$ cat src/rtl/instr_dec_pkg.sv
package instr_dec_pkg;
  localparam int INSTR_W = 32;
  localparam int OP_W    = 6;
  localparam int REG_W   = 5;
  localparam int LIT_W   = 16;
  localparam int DATA_W  = 32;

  localparam logic [OP_W-1:0] OP_PRIV = 6'h00;
  localparam logic [OP_W-1:0] OP_SVC  = 6'h01;
  localparam logic [OP_W-1:0] OP_LD   = 6'h18;
  localparam logic [OP_W-1:0] OP_ST   = 6'h19;
  localparam logic [OP_W-1:0] OP_JMP  = 6'h1B;
  localparam logic [OP_W-1:0] OP_BEQ  = 6'h1C;
  localparam logic [OP_W-1:0] OP_BNE  = 6'h1D;

  typedef enum logic [3:0] {
    ALU_ADD = 4'h0, ALU_SUB = 4'h1, ALU_MUL = 4'h2, ALU_DIV = 4'h3,
    ALU_CEQ = 4'h4, ALU_CLT = 4'h5, ALU_CLE = 4'h6,
    ALU_AND = 4'h8, ALU_OR  = 4'h9, ALU_XOR = 4'hA, ALU_XNR = 4'hB,
    ALU_SHL = 4'hC, ALU_SHR = 4'hD, ALU_SRA = 4'hE
  } alu_op_e;

  typedef enum logic [1:0] {WB_ALU = 2'd0, WB_MEM = 2'd1, WB_PC4 = 2'd2} wb_sel_e;
  typedef enum logic [1:0] {BR_NONE = 2'd0, BR_EQZ = 2'd1, BR_NEZ = 2'd2, BR_JMP = 2'd3} br_kind_e;

  typedef enum logic [3:0] {
    K_ILL, K_ALU, K_LD, K_ST, K_JMP, K_BEQ, K_BNE, K_PRIV, K_SVC
  } op_kind_e;

  typedef struct packed {
    alu_op_e  alu;
    logic     bsel_lit;
    logic     wr_en;
    wb_sel_e  wb;
    logic     mrd;
    logic     mwr;
    br_kind_e br;
    logic     data_from_rc;
    logic     trap;
    logic     priv;
    logic     svc;
  } ctl_t;
endpackage

$ cat src/rtl/dec_fields.sv
module dec_fields
  import instr_dec_pkg::*;
(
  input  logic [INSTR_W-1:0] instr_i,
  output logic [OP_W-1:0]    opcode_o,
  output logic [REG_W-1:0]   rc_o,
  output logic [REG_W-1:0]   ra_o,
  output logic [REG_W-1:0]   rb_o,
  output logic [LIT_W-1:0]   lit_raw_o,
  output logic [DATA_W-1:0]  lit_sx_o
);
  localparam int OP_LSB = INSTR_W - OP_W;
  localparam int RC_LSB = OP_LSB - REG_W;
  localparam int RA_LSB = RC_LSB - REG_W;
  localparam int RB_LSB = RA_LSB - REG_W;
  localparam int EXT_W  = DATA_W - LIT_W;

  assign opcode_o  = instr_i[INSTR_W-1:OP_LSB];
  assign rc_o      = instr_i[OP_LSB-1:RC_LSB];
  assign ra_o      = instr_i[RC_LSB-1:RA_LSB];
  assign rb_o      = instr_i[RA_LSB-1:RB_LSB];
  assign lit_raw_o = instr_i[LIT_W-1:0];
  assign lit_sx_o  = {{EXT_W{instr_i[LIT_W-1]}}, instr_i[LIT_W-1:0]};
endmodule

$ cat src/rtl/dec_class.sv
module dec_class
  import instr_dec_pkg::*;
#(
  parameter bit DIV_EN      = 1'b0,
  parameter int PRIV_FN_MAX = 8
) (
  input  logic [OP_W-1:0]  opcode_i,
  input  logic [LIT_W-1:0] func_i,
  input  logic             super_i,
  output op_kind_e         kind_o
);
  localparam logic [3:0] FN_GAP0 = 4'h7;
  localparam logic [3:0] FN_GAP1 = 4'hF;
  localparam logic [3:0] FN_DIV  = 4'h3;

  logic div_ok;
  logic alu_fn_ok;

  generate
    if (DIV_EN) begin : g_div
      assign div_ok = 1'b1;
    end else begin : g_nodiv
      assign div_ok = 1'b0;
    end
  endgenerate

  assign alu_fn_ok = (opcode_i[3:0] != FN_GAP0) && (opcode_i[3:0] != FN_GAP1) &&
                     ((opcode_i[3:0] != FN_DIV) || div_ok);

  always_comb begin
    kind_o = K_ILL;
    unique case (opcode_i)
      OP_PRIV: kind_o = (super_i && (func_i <= LIT_W'(PRIV_FN_MAX))) ? K_PRIV : K_ILL;
      OP_SVC:  kind_o = K_SVC;
      OP_LD:   kind_o = K_LD;
      OP_ST:   kind_o = K_ST;
      OP_JMP:  kind_o = K_JMP;
      OP_BEQ:  kind_o = K_BEQ;
      OP_BNE:  kind_o = K_BNE;
      default: kind_o = (opcode_i[OP_W-1] && alu_fn_ok) ? K_ALU : K_ILL;
    endcase
  end
endmodule

$ cat src/rtl/dec_ctrl.sv
module dec_ctrl
  import instr_dec_pkg::*;
(
  input  op_kind_e         kind_i,
  input  logic [3:0]       alu_fn_i,
  input  logic             lit_fmt_i,
  input  logic [REG_W-1:0] rc_i,
  output ctl_t             ctl_o
);
  localparam logic [REG_W-1:0] ZERO_REG = '1;

  ctl_t raw;

  always_comb begin
    raw = '0;
    unique case (kind_i)
      K_ALU: begin
        raw.alu      = alu_op_e'(alu_fn_i);
        raw.bsel_lit = lit_fmt_i;
        raw.wr_en    = 1'b1;
        raw.wb       = WB_ALU;
      end
      K_LD: begin
        raw.alu      = ALU_ADD;
        raw.bsel_lit = 1'b1;
        raw.wr_en    = 1'b1;
        raw.wb       = WB_MEM;
        raw.mrd      = 1'b1;
      end
      K_ST: begin
        raw.alu          = ALU_ADD;
        raw.bsel_lit     = 1'b1;
        raw.mwr          = 1'b1;
        raw.data_from_rc = 1'b1;
      end
      K_JMP: begin
        raw.wr_en = 1'b1;
        raw.wb    = WB_PC4;
        raw.br    = BR_JMP;
      end
      K_BEQ, K_BNE: begin
        raw.bsel_lit = 1'b1;
        raw.wr_en    = 1'b1;
        raw.wb       = WB_PC4;
        raw.br       = (kind_i == K_BEQ) ? BR_EQZ : BR_NEZ;
      end
      K_PRIV: raw.priv = 1'b1;
      K_SVC: begin
        raw.svc  = 1'b1;
        raw.trap = 1'b1;
      end
      default: raw.trap = 1'b1;
    endcase
  end

  // register 31 is the zero sink: drop its writes here
  always_comb begin
    ctl_o       = raw;
    ctl_o.wr_en = raw.wr_en && (rc_i != ZERO_REG);
  end
endmodule

$ cat src/rtl/instr_decoder.sv
module instr_decoder
  import instr_dec_pkg::*;
#(
  parameter bit DIV_EN      = 1'b0,
  parameter int PRIV_FN_MAX = 8
) (
  input  logic [INSTR_W-1:0] instr_i,
  input  logic               super_i,
  output logic [OP_W-1:0]    opcode_o,
  output logic [REG_W-1:0]   rc_o,
  output logic [REG_W-1:0]   ra_o,
  output logic [REG_W-1:0]   rb_o,
  output logic [REG_W-1:0]   rd_b_o,
  output logic [DATA_W-1:0]  lit_o,
  output logic [3:0]         alu_op_o,
  output logic               bsel_lit_o,
  output logic               reg_we_o,
  output logic [1:0]         wb_sel_o,
  output logic               mem_rd_o,
  output logic               mem_wr_o,
  output logic [1:0]         br_kind_o,
  output logic               ill_trap_o,
  output logic               priv_o,
  output logic               svc_o,
  output logic [LIT_W-1:0]   func_o
);
  logic [LIT_W-1:0] lit_raw;
  op_kind_e         kind;
  ctl_t             ctl;

  dec_fields u_fields (
    .instr_i   (instr_i),
    .opcode_o  (opcode_o),
    .rc_o      (rc_o),
    .ra_o      (ra_o),
    .rb_o      (rb_o),
    .lit_raw_o (lit_raw),
    .lit_sx_o  (lit_o)
  );

  dec_class #(
    .DIV_EN      (DIV_EN),
    .PRIV_FN_MAX (PRIV_FN_MAX)
  ) u_class (
    .opcode_i (opcode_o),
    .func_i   (lit_raw),
    .super_i  (super_i),
    .kind_o   (kind)
  );

  dec_ctrl u_ctrl (
    .kind_i    (kind),
    .alu_fn_i  (opcode_o[3:0]),
    .lit_fmt_i (opcode_o[4]),
    .rc_i      (rc_o),
    .ctl_o     (ctl)
  );

  assign rd_b_o     = ctl.data_from_rc ? rc_o : rb_o;
  assign alu_op_o   = ctl.alu;
  assign bsel_lit_o = ctl.bsel_lit;
  assign reg_we_o   = ctl.wr_en;
  assign wb_sel_o   = ctl.wb;
  assign mem_rd_o   = ctl.mrd;
  assign mem_wr_o   = ctl.mwr;
  assign br_kind_o  = ctl.br;
  assign ill_trap_o = ctl.trap;
  assign priv_o     = ctl.priv;
  assign svc_o      = ctl.svc;
  assign func_o     = (ctl.priv || ctl.svc) ? lit_raw : '0;
endmodule

$ cat config.mk
export PLATFORM = sky130hd
export DESIGN_NAME = instr_decoder
export DESIGN_NICKNAME = d
export VERILOG_FILES = /design/src/rtl/instr_dec_pkg.sv /design/src/rtl/dec_fields.sv /design/src/rtl/dec_class.sv /design/src/rtl/dec_ctrl.sv /design/src/rtl/instr_decoder.sv
export SDC_FILE = /design/constraint.sdc
export NUM_CORES = 1
export LEC_CHECK = 0
export ABC_AREA = 1
export BUFFER_PORTS_ARGS = -buffer_cell sky130_fd_sc_hd__buf_4
export CORE_UTILIZATION = 30
export DETAILED_ROUTE_END_ITERATION = 10
export PLACE_DENSITY = 0.93
export REMOVE_ABC_BUFFERS = 1
export SETUP_SLACK_MARGIN = 0.05
export SLEW_MARGIN = 5
export SYNTH_ARGS = -nofsm -noshare
export SYNTH_HDL_FRONTEND = slang
export SYNTH_SLANG_ARGS = --single-unit
$ cat constraint.sdc
create_clock -name vclk -period 1.6
set_clock_uncertainty 0.1 [all_clocks]
set_input_delay 0.4 -clock vclk [all_inputs]
set_output_delay 0.4 -clock vclk [all_outputs]
set_load 0.01 [all_outputs]
==> out/metrics.cfg <==
[placement]
dpl.hpwl_um=2710
portBuffers=112
post-place-ws_ns=-0.440
gp_congestion=0.849

[die]
boundaryPins=122
dieArea_mm2=0.00331
die_h_um=57.5
design.core.area_mm2=0.00283
num_rows=19
die_w_um=57.5
initial_utilization_pct=32.7

[sta]
hold_violations=0
hold_ws_ns=0.700
maxSlewViolCount=0
worst_slew_pin_slew_ns=0.256
finalWorstSetupSlack_ns=-0.379
rsz0062_at_grt=yes
period_minus_slack_ns=1.98
post-route-period-util_pct=124
relSlewSlack_pct=82.9
fmax_ghz=0.505
setup_viol=35

[setup_path]
crit_path_cell_trace=buf_8, nor2_4, nand4_1, nand2_2, nor2_1, a21oi_1, buf_4
startpoint_type=input pin
crit_cells=7
crit_fanout=4
cpMaxStageDelayCell=nand4_1
cp.required_ns=1.10
path_class=in -> out
cpPeakStageDelay_ns=0.23
cp.arrival_ns=1.48
path_buf_inv=2
path_delay_family=simple AND/OR/NAND/NOR gates
crit_path_end_kind=primary output

[finish]
area.sequential_um2=0
drive_gt1_share_pct=92.0
nFlopsAndLatches=0
fin_nets=310
final_common_cell=buf_4
clock_buffers=0
fin_util_pct=86.2
most-common-layout-cells=buf_4, buf_6, nor2_4
syn_to_final_growth_pct=164
diodes=0
fill_cells=119

[worst_hold_path]
hold_depth=0
hp-class=in -> out

[routing]
ant_nets=0
wirelength_um=5450
first_iter_violations=36
drc=6
wire_per_inst_um=17.8
via_count=1476
dr.pass1.iters=7
via_per_inst=4.82

[synthesis]
synth_area_um2=925
synth_cell_types=18
yosys_warnings=0
avgSynthCellArea_um2=5.74
seq_area_frac_synth_pct=0
syn-instance-count=161

[global_route]
grt_max_degree=19
overflow=0
grt_pass1_wl_um=6740
grt_pass1_vias=1426
grt_antenna_before_repair=0
track_usage_pct=25.8

[outcome]
violations=DRC, setup timing
status=finished with violations

[pwr]
irDropWorstVdd_mv=0.172
p_per_area_mw_per_mm2=232
finalPower_mw=0.565
p_leak_nw=1.25

[job]
max_cap_viol_count=0

## logic make-up (layout without fill, tap and decap cells)
logic type,after synthesis,after routing,synth area share (%)
AOI/OAI and AO/OA,10,10,6.09
buffers and inverters,80,194,55.9
and+or+nand+nor,71,71,38.0
## metal layers
layer | track usage [%] | vias to the layer above | share of wire (%)
met5 | 0 | - | 0
met4 | 2.79 | 0 | 5.1
met3 | 2.95 | 24 | 7.1
met2 | 53.2 | 90 | 55
met1 | 28.4 | 701 | 33
li1 | - | 661 | -
## stage by stage
step / TNS, ns / cell area [µm²] / cells
after floorplan: -2.39 / 502 / 106
after global placement: -9.81 / 1640 / 283
after detailed placement: -10.58 / 1640 / 283
after CTS: -7.50 / 2280 / 302
after global routing: -10.85 / 2440 / 306
final: -9.46 / 2440 / 306
## cells in the mapped netlist, types with 2 or more instances
library cell / instances / share of area, %
buf_4: 53 / 43
inv_1: 18 / 7.3
inv_2: 7 / 2.8
nand2_1: 24 / 9.7
nand3_1: 3 / 1.6
nand4_1: 2 / 1.4
nor2_1: 23 / 9.3
nor2_2: 12 / 8.1
nor2_4: 5 / 6.1
o21ai_0: 6 / 3.2
## final timing paths
| kind | slack, ns | from | endpoint |
|---|---|---|---|
| max | -0.38 | instr_i[28] | reg_we_o |
| min | 0.70 | instr_i[17] | ra_o[1] |
## final cells by class
type,instances,area [µm²],share of cell area (%)
Multi-Input combinational cell,81,733,30.1
Inverter,25,139,5.69
Timing Repair Buffer,169,1530,62.7
Tap cell,31,38.8,1.59
## report_power, final
| group | switching [mW] | internal (mW) |
|---|---|---|
| combinational | 0.272 | 0.293 |
| clock | 0 | 0 |
| sequential | 0 | 0 |
## what timing repair did
| item | 4_1_cts | 5_1_grt |
|---|---|---|
| pin swaps | 34 | 22 |
| hold buffers | 0 | 0 |
| gates cloned | 1 | 0 |
| setup buffers | 22 | 5 |
| setup endpoints to repair | 36 | 36 |
| resized for setup | 144 | 38 |
Note: power is estimated with default switching activity, not from simulation.
